File: src/rtl/i2cm_pkg.sv
package i2cm_pkg;
  typedef enum logic [2:0] {
    BIT_IDLE, BIT_START, BIT_STOP, BIT_WRITE, BIT_READ
  } bit_cmd_e;

  // command word bit positions
  localparam int CMD_START = 7;
  localparam int CMD_STOP  = 6;
  localparam int CMD_RD    = 5;
  localparam int CMD_WR    = 4;
  localparam int CMD_NACK  = 3;
  localparam int CMD_IACK  = 0;

  // control word bit positions
  localparam int CTL_EN = 7;
  localparam int CTL_IE = 6;

  localparam logic [3:0] OFS_DIV_LO = 4'h0;
  localparam logic [3:0] OFS_DIV_HI = 4'h2;
  localparam logic [3:0] OFS_CTRL   = 4'h4;
  localparam logic [3:0] OFS_DATA   = 4'h6;
  localparam logic [3:0] OFS_CMDST  = 4'h8;
endpackage

File: src/rtl/i2cm_sync.sv
module i2cm_sync #(
  parameter int STAGES = 2
) (
  input  logic clk,
  input  logic rst,
  input  logic d,
  output logic q
);
  logic [STAGES-1:0] chain;

  generate
    if (STAGES < 2) begin : g_bad
      initial $error("i2cm_sync needs at least two stages");
    end
  endgenerate

  always_ff @(posedge clk) begin
    if (rst) chain <= '1;
    else     chain <= {chain[STAGES-2:0], d};
  end

  assign q = chain[STAGES-1];
endmodule

File: src/rtl/i2cm_bit_eng.sv
module i2cm_bit_eng
  import i2cm_pkg::*;
#(
  parameter int DIV_W       = 16,
  parameter int SYNC_STAGES = 2
) (
  input  logic             clk,
  input  logic             rst,
  input  logic             clr,
  input  logic [DIV_W-1:0] divider,
  input  logic             go,
  input  bit_cmd_e         cmd,
  input  logic             din,
  output logic             ready,
  output logic             done,
  output logic             dout,
  output logic             lost,
  output logic             bus_busy,
  input  logic             scl_i,
  input  logic             sda_i,
  output logic             scl_oe,
  output logic             sda_oe
);
  localparam logic [2:0] LAST_PH   = 3'd4;
  localparam logic [2:0] SAMPLE_PH = 3'd3;

  logic scl_s, sda_s, scl_d, sda_d;
  i2cm_sync #(.STAGES(SYNC_STAGES)) u_sync_scl (.clk(clk), .rst(rst), .d(scl_i), .q(scl_s));
  i2cm_sync #(.STAGES(SYNC_STAGES)) u_sync_sda (.clk(clk), .rst(rst), .d(sda_i), .q(sda_s));

  always_ff @(posedge clk) begin
    if (rst) {scl_d, sda_d} <= 2'b11;
    else     {scl_d, sda_d} <= {scl_s, sda_s};
  end

  wire start_seen = scl_s & scl_d & sda_d & ~sda_s;
  wire stop_seen  = scl_s & scl_d & ~sda_d & sda_s;

  always_ff @(posedge clk) begin
    if (rst)             bus_busy <= 1'b0;
    else if (start_seen) bus_busy <= 1'b1;
    else if (stop_seen)  bus_busy <= 1'b0;
  end

  bit_cmd_e         cur;
  logic [2:0]       ph;
  logic [DIV_W-1:0] cnt;
  logic             tx;
  logic             scl_n, sda_n;

  wire tick   = (cnt == divider);
  wire sample = tick && (ph == SAMPLE_PH);
  wire lose   = (cur == BIT_WRITE && sample && tx && !sda_s) ||
                ((cur == BIT_WRITE || cur == BIT_READ) && stop_seen);

  assign ready = (cur == BIT_IDLE);

  // line targets per phase; 1 = pull low
  always_comb begin
    scl_n = scl_oe;
    sda_n = sda_oe;
    case (cur)
      BIT_START: begin
        sda_n = (ph >= 3'd2);
        scl_n = (ph == 3'd0) ? scl_oe : (ph == LAST_PH);
      end
      BIT_STOP: begin
        sda_n = (ph <= 3'd2);
        scl_n = (ph == 3'd0);
      end
      BIT_WRITE, BIT_READ: begin
        sda_n = ~tx;
        scl_n = (ph == 3'd0) || (ph == LAST_PH);
      end
      default: ;
    endcase
  end

  always_ff @(posedge clk) begin
    if (rst || clr) begin
      cur    <= BIT_IDLE;
      ph     <= '0;
      cnt    <= '0;
      tx     <= 1'b1;
      scl_oe <= 1'b0;
      sda_oe <= 1'b0;
      done   <= 1'b0;
      lost   <= 1'b0;
      dout   <= 1'b0;
    end else begin
      done <= 1'b0;
      lost <= 1'b0;
      if (cur == BIT_IDLE) begin
        cnt <= '0;
        ph  <= '0;
        if (go) begin
          cur <= cmd;
          tx  <= (cmd == BIT_WRITE) ? din : 1'b1;
        end
      end else if (lose) begin
        cur    <= BIT_IDLE;
        lost   <= 1'b1;
        scl_oe <= 1'b0;
        sda_oe <= 1'b0;
      end else begin
        scl_oe <= scl_n;
        sda_oe <= sda_n;
        if (sample) dout <= sda_s;
        if (tick) begin
          cnt <= '0;
          if (ph == LAST_PH) begin
            cur  <= BIT_IDLE;
            done <= 1'b1;
          end else begin
            ph <= ph + 3'd1;
          end
        end else begin
          cnt <= cnt + 1'b1;
        end
      end
    end
  end
endmodule

File: src/rtl/i2cm_byte_eng.sv
module i2cm_byte_eng
  import i2cm_pkg::*;
#(
  parameter int BYTE_W = 8
) (
  input  logic              clk,
  input  logic              rst,
  input  logic              clr,
  input  logic              go,
  input  logic              f_start,
  input  logic              f_stop,
  input  logic              f_rd,
  input  logic              f_wr,
  input  logic              f_nack,
  input  logic [BYTE_W-1:0] txd,
  output logic [BYTE_W-1:0] rxd,
  output logic              rxack,
  output logic              done,
  output logic              lost,
  output logic              bit_go,
  output bit_cmd_e          bit_cmd,
  output logic              bit_din,
  input  logic              bit_ready,
  input  logic              bit_done,
  input  logic              bit_dout,
  input  logic              bit_lost
);
  localparam int CNT_W = $clog2(BYTE_W);
  localparam logic [CNT_W-1:0] LAST_BIT = CNT_W'(BYTE_W - 1);

  typedef enum logic [2:0] {ST_IDLE, ST_START, ST_BITS, ST_ACK, ST_STOP} step_e;

  step_e             st;
  logic              issued, do_wr, do_xfer, do_stop, nack_q;
  logic [CNT_W-1:0]  nbit;
  logic [BYTE_W-1:0] sr;

  always_comb begin
    bit_go  = (st != ST_IDLE) && !issued && bit_ready;
    bit_din = (st == ST_ACK) ? nack_q : sr[BYTE_W-1];
    case (st)
      ST_START: bit_cmd = BIT_START;
      ST_BITS:  bit_cmd = do_wr ? BIT_WRITE : BIT_READ;
      ST_ACK:   bit_cmd = do_wr ? BIT_READ : BIT_WRITE;
      ST_STOP:  bit_cmd = BIT_STOP;
      default:  bit_cmd = BIT_IDLE;
    endcase
  end

  always_ff @(posedge clk) begin
    if (rst || clr) begin
      st      <= ST_IDLE;
      issued  <= 1'b0;
      do_wr   <= 1'b0;
      do_xfer <= 1'b0;
      do_stop <= 1'b0;
      nack_q  <= 1'b0;
      nbit    <= '0;
      sr      <= '0;
      rxd     <= '0;
      rxack   <= 1'b0;
      done    <= 1'b0;
      lost    <= 1'b0;
    end else begin
      done <= 1'b0;
      lost <= 1'b0;
      if (st == ST_IDLE) begin
        if (go) begin
          do_wr   <= f_wr;
          do_xfer <= f_wr | f_rd;
          do_stop <= f_stop;
          nack_q  <= f_nack;
          sr      <= txd;
          nbit    <= '0;
          issued  <= 1'b0;
          st      <= f_start ? ST_START : ((f_wr | f_rd) ? ST_BITS : ST_STOP);
        end
      end else if (bit_lost) begin
        st     <= ST_IDLE;
        issued <= 1'b0;
        lost   <= 1'b1;
      end else begin
        if (bit_go) issued <= 1'b1;
        if (bit_done) begin
          issued <= 1'b0;
          case (st)
            ST_START: begin
              if (do_xfer)      st <= ST_BITS;
              else if (do_stop) st <= ST_STOP;
              else begin st <= ST_IDLE; done <= 1'b1; end
            end
            ST_BITS: begin
              sr   <= {sr[BYTE_W-2:0], bit_dout};
              nbit <= nbit + 1'b1;
              if (nbit == LAST_BIT) begin
                st <= ST_ACK;
                if (!do_wr) rxd <= {sr[BYTE_W-2:0], bit_dout};
              end
            end
            ST_ACK: begin
              if (do_wr) rxack <= bit_dout;
              if (do_stop) st <= ST_STOP;
              else begin st <= ST_IDLE; done <= 1'b1; end
            end
            default: begin
              st   <= ST_IDLE;
              done <= 1'b1;
            end
          endcase
        end
      end
    end
  end
endmodule

File: src/rtl/i2c_byte_master.sv
module i2c_byte_master
  import i2cm_pkg::*;
#(
  parameter int ADDR_W      = 4,
  parameter int SYNC_STAGES = 2
) (
  input  logic              clk,
  input  logic              rst,
  input  logic              reg_we,
  input  logic [ADDR_W-1:0] reg_addr,
  input  logic [7:0]        reg_wdata,
  output logic [7:0]        reg_rdata,
  output logic              irq,
  input  logic              scl_i,
  output logic              scl_oe,
  input  logic              sda_i,
  output logic              sda_oe
);
  localparam int REG_W = 8;
  localparam int DIV_W = 2 * REG_W;

  logic [REG_W-1:0] div_lo, div_hi, txd;
  logic             en_q, ie_q, tip, ip, al_q;

  logic [REG_W-1:0] rxd;
  logic             rxack, byte_done, byte_lost, bus_busy;
  logic             bit_go, bit_din, bit_ready, bit_done, bit_dout, bit_lost;
  bit_cmd_e         bit_cmd;

  wire cmd_wr  = reg_we && (reg_addr == ADDR_W'(OFS_CMDST));
  wire cmd_any = reg_wdata[CMD_START] | reg_wdata[CMD_STOP] |
                 reg_wdata[CMD_RD]    | reg_wdata[CMD_WR];
  wire launch  = cmd_wr && en_q && cmd_any && !tip;

  i2cm_bit_eng #(.DIV_W(DIV_W), .SYNC_STAGES(SYNC_STAGES)) u_bit (
    .clk(clk), .rst(rst), .clr(!en_q), .divider({div_hi, div_lo}),
    .go(bit_go), .cmd(bit_cmd), .din(bit_din), .ready(bit_ready),
    .done(bit_done), .dout(bit_dout), .lost(bit_lost), .bus_busy(bus_busy),
    .scl_i(scl_i), .sda_i(sda_i), .scl_oe(scl_oe), .sda_oe(sda_oe)
  );

  i2cm_byte_eng #(.BYTE_W(REG_W)) u_byte (
    .clk(clk), .rst(rst), .clr(!en_q), .go(launch),
    .f_start(reg_wdata[CMD_START]), .f_stop(reg_wdata[CMD_STOP]),
    .f_rd(reg_wdata[CMD_RD]), .f_wr(reg_wdata[CMD_WR]), .f_nack(reg_wdata[CMD_NACK]),
    .txd(txd), .rxd(rxd), .rxack(rxack), .done(byte_done), .lost(byte_lost),
    .bit_go(bit_go), .bit_cmd(bit_cmd), .bit_din(bit_din), .bit_ready(bit_ready),
    .bit_done(bit_done), .bit_dout(bit_dout), .bit_lost(bit_lost)
  );

  always_ff @(posedge clk) begin
    if (rst) begin
      div_lo <= '0;
      div_hi <= '0;
      txd    <= '0;
      en_q   <= 1'b0;
      ie_q   <= 1'b0;
      tip    <= 1'b0;
      ip     <= 1'b0;
      al_q   <= 1'b0;
    end else begin
      if (reg_we) begin
        case (reg_addr)
          ADDR_W'(OFS_DIV_LO): div_lo <= reg_wdata;
          ADDR_W'(OFS_DIV_HI): div_hi <= reg_wdata;
          ADDR_W'(OFS_CTRL): begin
            en_q <= reg_wdata[CTL_EN];
            ie_q <= reg_wdata[CTL_IE];
          end
          ADDR_W'(OFS_DATA): txd <= reg_wdata;
          default: ;
        endcase
      end
      if (launch) begin
        tip <= 1'b1;
        if (reg_wdata[CMD_START]) al_q <= 1'b0;
      end
      if (byte_done || byte_lost) begin
        tip <= 1'b0;
        ip  <= 1'b1;
      end else if (cmd_wr && reg_wdata[CMD_IACK]) begin
        ip <= 1'b0;
      end
      if (byte_lost) al_q <= 1'b1;
      if (!en_q)     tip  <= 1'b0;
    end
  end

  always_ff @(posedge clk) begin
    if (rst) begin
      reg_rdata <= '0;
    end else begin
      case (reg_addr)
        ADDR_W'(OFS_DIV_LO): reg_rdata <= div_lo;
        ADDR_W'(OFS_DIV_HI): reg_rdata <= div_hi;
        ADDR_W'(OFS_CTRL):   reg_rdata <= {en_q, ie_q, 6'b0};
        ADDR_W'(OFS_DATA):   reg_rdata <= rxd;
        ADDR_W'(OFS_CMDST):  reg_rdata <= {rxack, bus_busy, al_q, 3'b000, tip, ip};
        default:             reg_rdata <= '0;
      endcase
    end
  end

  assign irq = ip & ie_q;
endmodule

File: config.mk
export PLATFORM = sky130hd
export DESIGN_NAME = i2c_byte_master
export DESIGN_NICKNAME = d
export VERILOG_FILES = /design/src/rtl/i2cm_pkg.sv /design/src/rtl/i2cm_sync.sv /design/src/rtl/i2cm_bit_eng.sv /design/src/rtl/i2cm_byte_eng.sv /design/src/rtl/i2c_byte_master.sv
export SDC_FILE = /design/constraint.sdc
export NUM_CORES = 1
export LEC_CHECK = 0
export ABC_AREA = 1
export CAP_MARGIN = 20
export CORE_ASPECT_RATIO = 1.5
export CORE_MARGIN = 3
export CORE_UTILIZATION = 50
export CTS_CLUSTER_SIZE = 8
export DETAILED_ROUTE_END_ITERATION = 7
export GPL_ROUTABILITY_DRIVEN = 0
export PLACE_DENSITY = 0.68
export SKIP_LAST_GASP = 1
export SYNTH_ARGS = -nofsm -noshare
export SYNTH_HDL_FRONTEND = slang
export SYNTH_HIERARCHICAL = 1
export SYNTH_SLANG_ARGS = --single-unit
File: constraint.sdc
create_clock -name clk -period 2.7 [get_ports clk]
set_clock_uncertainty 0.2 [all_clocks]
set_input_delay 0.81 -clock clk [delete_from_list [all_inputs] [get_ports clk]]
set_output_delay 0.81 -clock clk [all_outputs]
set_load 0.02 [all_outputs]
==> run metrics, run 1 <==
Pre-antenna DRT Iters=6; Setup CP Type=reg -> out; setup bufs post-CTS=0; Synth cell types=39; Setup crit start=ie_q; Tot Pwr=about 2.9 mW; full die area=about 12000 um2; global-route wire length before repair=between 20000 and 25000 um; multi-input combinational cell area=between 2000 and 3000 um2; initial antenna violation count=0; CTS Buf Count=9; CP Cell Sequence=nand2_1 -> inv_1 -> clkdlybuf4s50_1; Initial Util=between 50% and 60%; largest net degree at the start of global routing=24; Yosys reg bits=between 100 and 150; WL final=between 10000 and 15000 um; antenna diode count=0; hold path cells=2; Remaining Overflow, GRT=0; Net count, final=approximately 820; Core Region=about 9900 um2; status=finished clean; top post-synthesis cells by area=dfxtp_1, nand2_1, nor2_1; RSZ-0062 raised after global routing=false; max_cap viols=0; sequential cell area fraction in the yosys report=39.4%; initial DRC count=around 280; Max FO, Critical Path=3; vias in the first global route=4719; setup TNS=0 ns; Synth area leader=dfxtp_1; IO Pins=28; Critical Path Source Type=flop; mean area per synthesized cell=~6.8 um2; data arrival time of the critical path=between 1 and 1.5 ns; die height=around 130 um; FF/Latch Area=2040 um2; DRC errors left=0; maximum root-to-sink buffer count=2; Syn-to-layout area delta=13.6%; drt wl/cell=around 14 um; Tmin final=2.42 ns; Post-CTS Hold Fix Bufs=0; Max Clk Rate=414 MHz; Crit path largest cell delay=0.59 ns; relative slew slack=about three fifths; Async S/R FF share, synth=0%; pwr/cell area=491 nW/um2; Post-synth EDFFs=0; GRT Util Overall=between 20 and 25%; VDD IR max=roughly 340 uV; Final ANT Viol Nets=0; root buffer cell=clkbuf_16; FP Rows=44; CTS tree=done; final slew viol count=0; gate count of the mapped netlist=between 700 and 800; clk slew on worst S/H paths=approximately 0.07 ns; Slew @ Worst Pin=just over 0.6 ns; post-synth top area share=between 30% and 40%; H-tree lvl count=3; prevailing post-synth register cell=dfxtp_1; Worst R2R Path Depth=8; via/cell ratio=around 5.4; reg2reg start=u_bit/cnt[0]; CP max-delay cell=clkdlybuf4s50_1; Pleak=approximately 2.4 nW; fraction of the cycle the final worst path needs=just under 90%; Die Wd=about 89 um; Synth warnings=6; Final setup viols=0; Synth Net Count=~780; Hold Fails Final Rpt=0; Post-Syn Area=between 5000 and 6000 um2; proportion of layout cells with a drive suffix above 1=10.6%; worst skew pair latency=approximately 0.34 ns; Vias=around 4900; port bufs=27; # fillers=roughly 950; CTS resizes=0; min-delay worst type=reg -> reg; worst hold start=u_bit/u_sync_scl/chain[0]; Clock Sinks=a little over 100; Req. time, crit path=~1.7 ns; Final HPWL DP=~10000 um; critical path capture point type=output port
layer usage:
metal | track usage (%) | vias up | wire [um]
li1 | - | 2511 | -
met1 | 26.9 | 2261 | 5270
met2 | 43.1 | 102 | 6980
met3 | 2.70 | 39 | 371
met4 | 13.7 | 0 | 567
met5 | 0 | - | 0
placed cells by master (no fill, tap or decap), types with 2 or more instances in the layout:
master           count
nand2_1            175
nor2_1             102
dfxtp_1            102
inv_1               91
a21oi_1             54
nand3_1             52
o21ai_0             47
clkdlybuf4s50_1     27
buf_4               19
nor3_1              14
inv_2               12
o21ai_1             10
clkbuf_16            9
o22ai_1              8
xor2_1               8
nor3_2               8
nor2_4               7
ha_1                 7
nand4_1              6
nand3_2              5
nand2_2              5
o211ai_1             5
nor2_2               4
nand2_4              3
clkinvlp_4           3
or2_2                3
clkbuf_1             2
clkinv_2             2
nor3b_1              2
registers in the layout, summed over array words and instances, names as in the netlist, 2 cells and up:
signal	count
txd	8
div_lo	8
u_byte/sr	8
div_hi	8
u_byte/rxd	8
u_bit/ph	3
u_bit/u_sync_sda/chain	2
u_bit/u_sync_scl/chain	2
reg_rdata	8
u_byte/st	3
u_byte/nbit	3
u_bit/cur	3
u_bit/cnt	16
cell usage after synthesis, types with 8 or more instances:
cell	number
nand2_1	175
dfxtp_1	102
nor3_1	14
xor2_1	8
o22ai_1	8
o21ai_1	10
a21oi_1	54
nor3_2	8
inv_1	91
nor2_1	102
inv_2	12
o21ai_0	47
nand3_1	52
cell families (layout without fill, tap and decap cells):
kind of cell	after synthesis	count (layout)	share of synthesized area, %
xor+xnor	9	9	1.52
compound gates	127	127	12.9
flops	102	102	39.4
simple gates	389	389	34.2
buf+inv	123	168	10.1
mux	1	1	0.217
fa+ha+maj	7	7	1.69
stage by stage:
| step | cells | hold WS, ns | area (um2) | utilization [%] | setup WS, ns |
|---|---|---|---|---|---|
| final | 918 | 0.218 | 5890 | 59.5 | 0.284 |
| after detailed placement | 902 | 0.200 | 5620 | 56.7 | 0.0723 |
| after floorplan | 758 | 0.187 | 5190 | - | 0.481 |
| after global routing | 918 | 0.233 | 5890 | 59.5 | 0.219 |
| after global placement | 902 | 0.193 | 5620 | 56.7 | 0.120 |
| after CTS | 918 | 0.217 | 5890 | 59.5 | 0.263 |
area by class of cell:
type                    instances  area share, %
multi-input cells             533           44.5
repair buffers                 46           7.01
clock buffers                  11           3.95
well taps                     115           2.44
clock inverters                 5          0.616
flip-flops and latches        102           34.7
inverters                     106           6.82
report_power, final:
| group | switching, mW | leakage (nW) | internal, mW |
|---|---|---|---|
| Clock | 0.570 | 0.122 | 0.626 |
| Combinational | 0.107 | 1.41 | 0.0649 |
| Sequential | 0.00835 | 0.823 | 1.52 |
final timing paths:
| check | to | slack (ns) |
|---|---|---|
| setup / recovery | irq | 0.28 |
| hold / removal | u_bit/u_sync_scl/chain[1] | 0.22 |
| setup reg to reg | u_bit/cnt[12] | 0.60 |
| hold reg to reg | u_bit/u_sync_scl/chain[1] | 0.22 |
worst max-delay path: cells and delay by family (launching register included):
family | cells | cell delay, ns
flops | 1 | 0.35
buf+inv | 2 | 0.64
simple gates | 1 | 0.07
No activity file was read; power rests on OpenSTA's default activity.
==> run 2, diff against run 1 <==
==> constraint.sdc (replaced) <==
create_clock -name clk -period 2.7 [get_ports clk]
set_clock_uncertainty 0.2 [all_clocks]
set_input_delay 0.405 -clock clk [delete_from_list [all_inputs] [get_ports clk]]
set_output_delay 0.405 -clock clk [all_outputs]
set_load 0.02 [all_outputs]
==> run 2 against run 1 <==
Against the previous run: routed wire length up 0.51%; highest routed layer unchanged; register-to-register slack hardly changed; power grew 3.3%; clock-buffer cell count unchanged; sequential share of layout area increased by 0.17 points; global-route usage down 0.054 points; combinational power barely moved; non-clock buffer count shrank 7; critical path depth up 10; cell count fell by 0.76%; sequential power barely moved; clock power up 8%.
==> run metrics, run 2 (synthesis gave the netlist of run 1 again) <==
Tmin final=2.11 ns (-0.302 ns); R2R Path End=u_bit/cnt[2]; port bufs=27 (unchanged); drt wl/cell=14.5 um (+1.3%); antenna diode count=0 (unchanged); Net count, final=815 (-0.85%); vias in the first global route=4697 (-0.47%); r2r setup slk=0.59 ns (about the same); Pre-antenna DRT Iters=5 (-1); hold slack=0.217 ns (-0.000725 ns); Max Clk Rate=473 MHz (+14%); reg2reg start=u_bit/cnt[0]; final design utilization=59.2% (-0.29 points); global-route wire length before repair=21800 um (about the same); worst hold start=u_bit/u_sync_scl/chain[0]; WL final=13300 um (+0.51%); Biggest register=u_bit/cnt; maximum root-to-sink buffer count=2 (unchanged); setup bufs post-CTS=0 (unchanged); final cell count without fillers=911 (-0.76%); worst skew pair latency=0.35 ns (about the same); setup TNS=0 ns (unchanged); IO Pins=28 (unchanged); Final setup viols=0 (unchanged); initial DRC count=320 (+13%); min-delay worst type=reg -> reg; Final ANT Viol Nets=0 (unchanged); relative slew slack=60.8% (+2.6 points); CTS tree=done; Initial Util=52.4% (unchanged); Worst R2R Path Depth=13 (+5); clk slew on worst S/H paths=0.07 ns (about the same); Final HPWL DP=10100 um (-0.74%); Core Region=9910 um2 (unchanged); Critical Path Source Type=flop; fraction of the cycle the final worst path needs=78.3% (-11 points); initial antenna violation count=0 (unchanged); Vias=4904 (-0.18%); critical path capture point type=flop; Clock Sinks=102 (unchanged); Post-CTS Hold Fix Bufs=0 (unchanged); CTS Buf Count=9 (unchanged); final slew viol count=0 (unchanged); RSZ-0062 raised after global routing=false; die height=131 um (unchanged); Hold Fails Final Rpt=0 (unchanged); data arrival time of the critical path=2.15 ns (+0.74 ns); via/cell ratio=5.38 (+0.58%); setup ws final=0.586 ns (+0.302 ns); Die Wd=89.2 um (unchanged); Setup CP Type=reg -> reg; FP Rows=44 (unchanged); Req. time, crit path=2.73 ns (+1.04 ns); max_cap viols=0 (unchanged); Max FO, Critical Path=9 (+6); root buffer cell=clkbuf_16; VDD IR max=314 uV (-7.5%); CTS resizes=0 (unchanged); GRT Util Overall=24.0% (-0.054 points); Syn-to-layout area delta=13.0%; status=finished clean; Remaining Overflow, GRT=0 (unchanged); hold path cells=2 (unchanged); Pleak=2.33 nW (-0.74%); most common cell after layout, fill and taps aside=nand2_1; max reg flops=16 (unchanged); proportion of layout cells with a drive suffix above 1=9.80% (-0.79 points); DP Worst Slack=0.269 ns (+0.197 ns); H-tree lvl count=3 (unchanged); full die area=11700 um2 (unchanged); pwr/cell area=510 nW/um2 (+3.9%); DRC errors left=0 (unchanged); largest net degree at the start of global routing=27 (+13%); Slew @ Worst Pin=0.587 ns (-0.0359 ns); Hold Path Sink=u_bit/u_sync_scl/chain[1]; Cells after DPL=895 (-0.78%); most frequent cells in the layout=nand2_1, nor2_1, dfxtp_1
[run 2: cell count changes in the layout (fill, tap and decap cells not counted), sizes merged]
cell,change
bufinv,+1
clkinv,+1
buf,-7
clkinvlp,-2
[run 2: power by group]
| group | switching, mW | total (mW) | internal (mW) |
|---|---|---|---|
| sequential | 0.00842 | 1.52 | 1.52 |
| combinational | 0.109 | 0.170 | 0.0616 |
| clock | 0.573 | 1.29 | 0.722 |
[run 2: critical path, stage by stage, from the launching register on]
cell      delay, ns
dfxtp_1        0.43
inv_2          0.10
nand2_1        0.06
nand2_1        0.05
nor2_1         0.11
nand2_1        0.11
nor2_4         0.17
nand2_2        0.17
clkinv_2       0.12
nand3_1        0.10
nand2_1        0.16
inv_2          0.09
nand2_1        0.08
nor2_1         0.04
[run 2: cell type report]
class	count	area (um2)
Sequential cell	102	2040
Clock inverter	5	60.1
Multi-Input combinational cell	533	2620
Clock buffer	11	233
Timing Repair Buffer	39	360
Fill cell	961	4050
Tap cell	115	144
Inverter	106	402
[run 2: how the worst max path moves through the flow]
stage / depth (start not counted) / to / startpoint
CTS: 13 / u_bit/cnt[2] / u_bit/cnt[6]
finish: 13 / u_bit/cnt[2] / u_bit/cnt[0]
global placement: 11 / u_byte/sr[5] / reg_addr[3]
detailed placement: 11 / u_byte/sr[2] / reg_addr[3]
global route: 13 / u_bit/cnt[7] / u_bit/cnt[0]
floorplan: 8 / u_byte/do_stop / reg_addr[0]
[run 2: per-layer routing]
metal	vias to the layer above	GRT usage [%]	share of wire, %
met5	-	0	0
met4	0	10.1	3.2
met3	33	3.39	3.2
met2	111	44.0	53
met1	2269	27.1	40
li1	2491	-	-
[run 2: per-stage QoR]
| stage | area (um2) | power [mW] |
|---|---|---|
| finish | 5860 | 2.99 |
| global route | 5860 | 3.08 |
| CTS | 5860 | 3.01 |
| detailed placement | 5570 | 1.73 |
| global placement | 5570 | 1.72 |
| floorplan | 5190 | 1.65 |
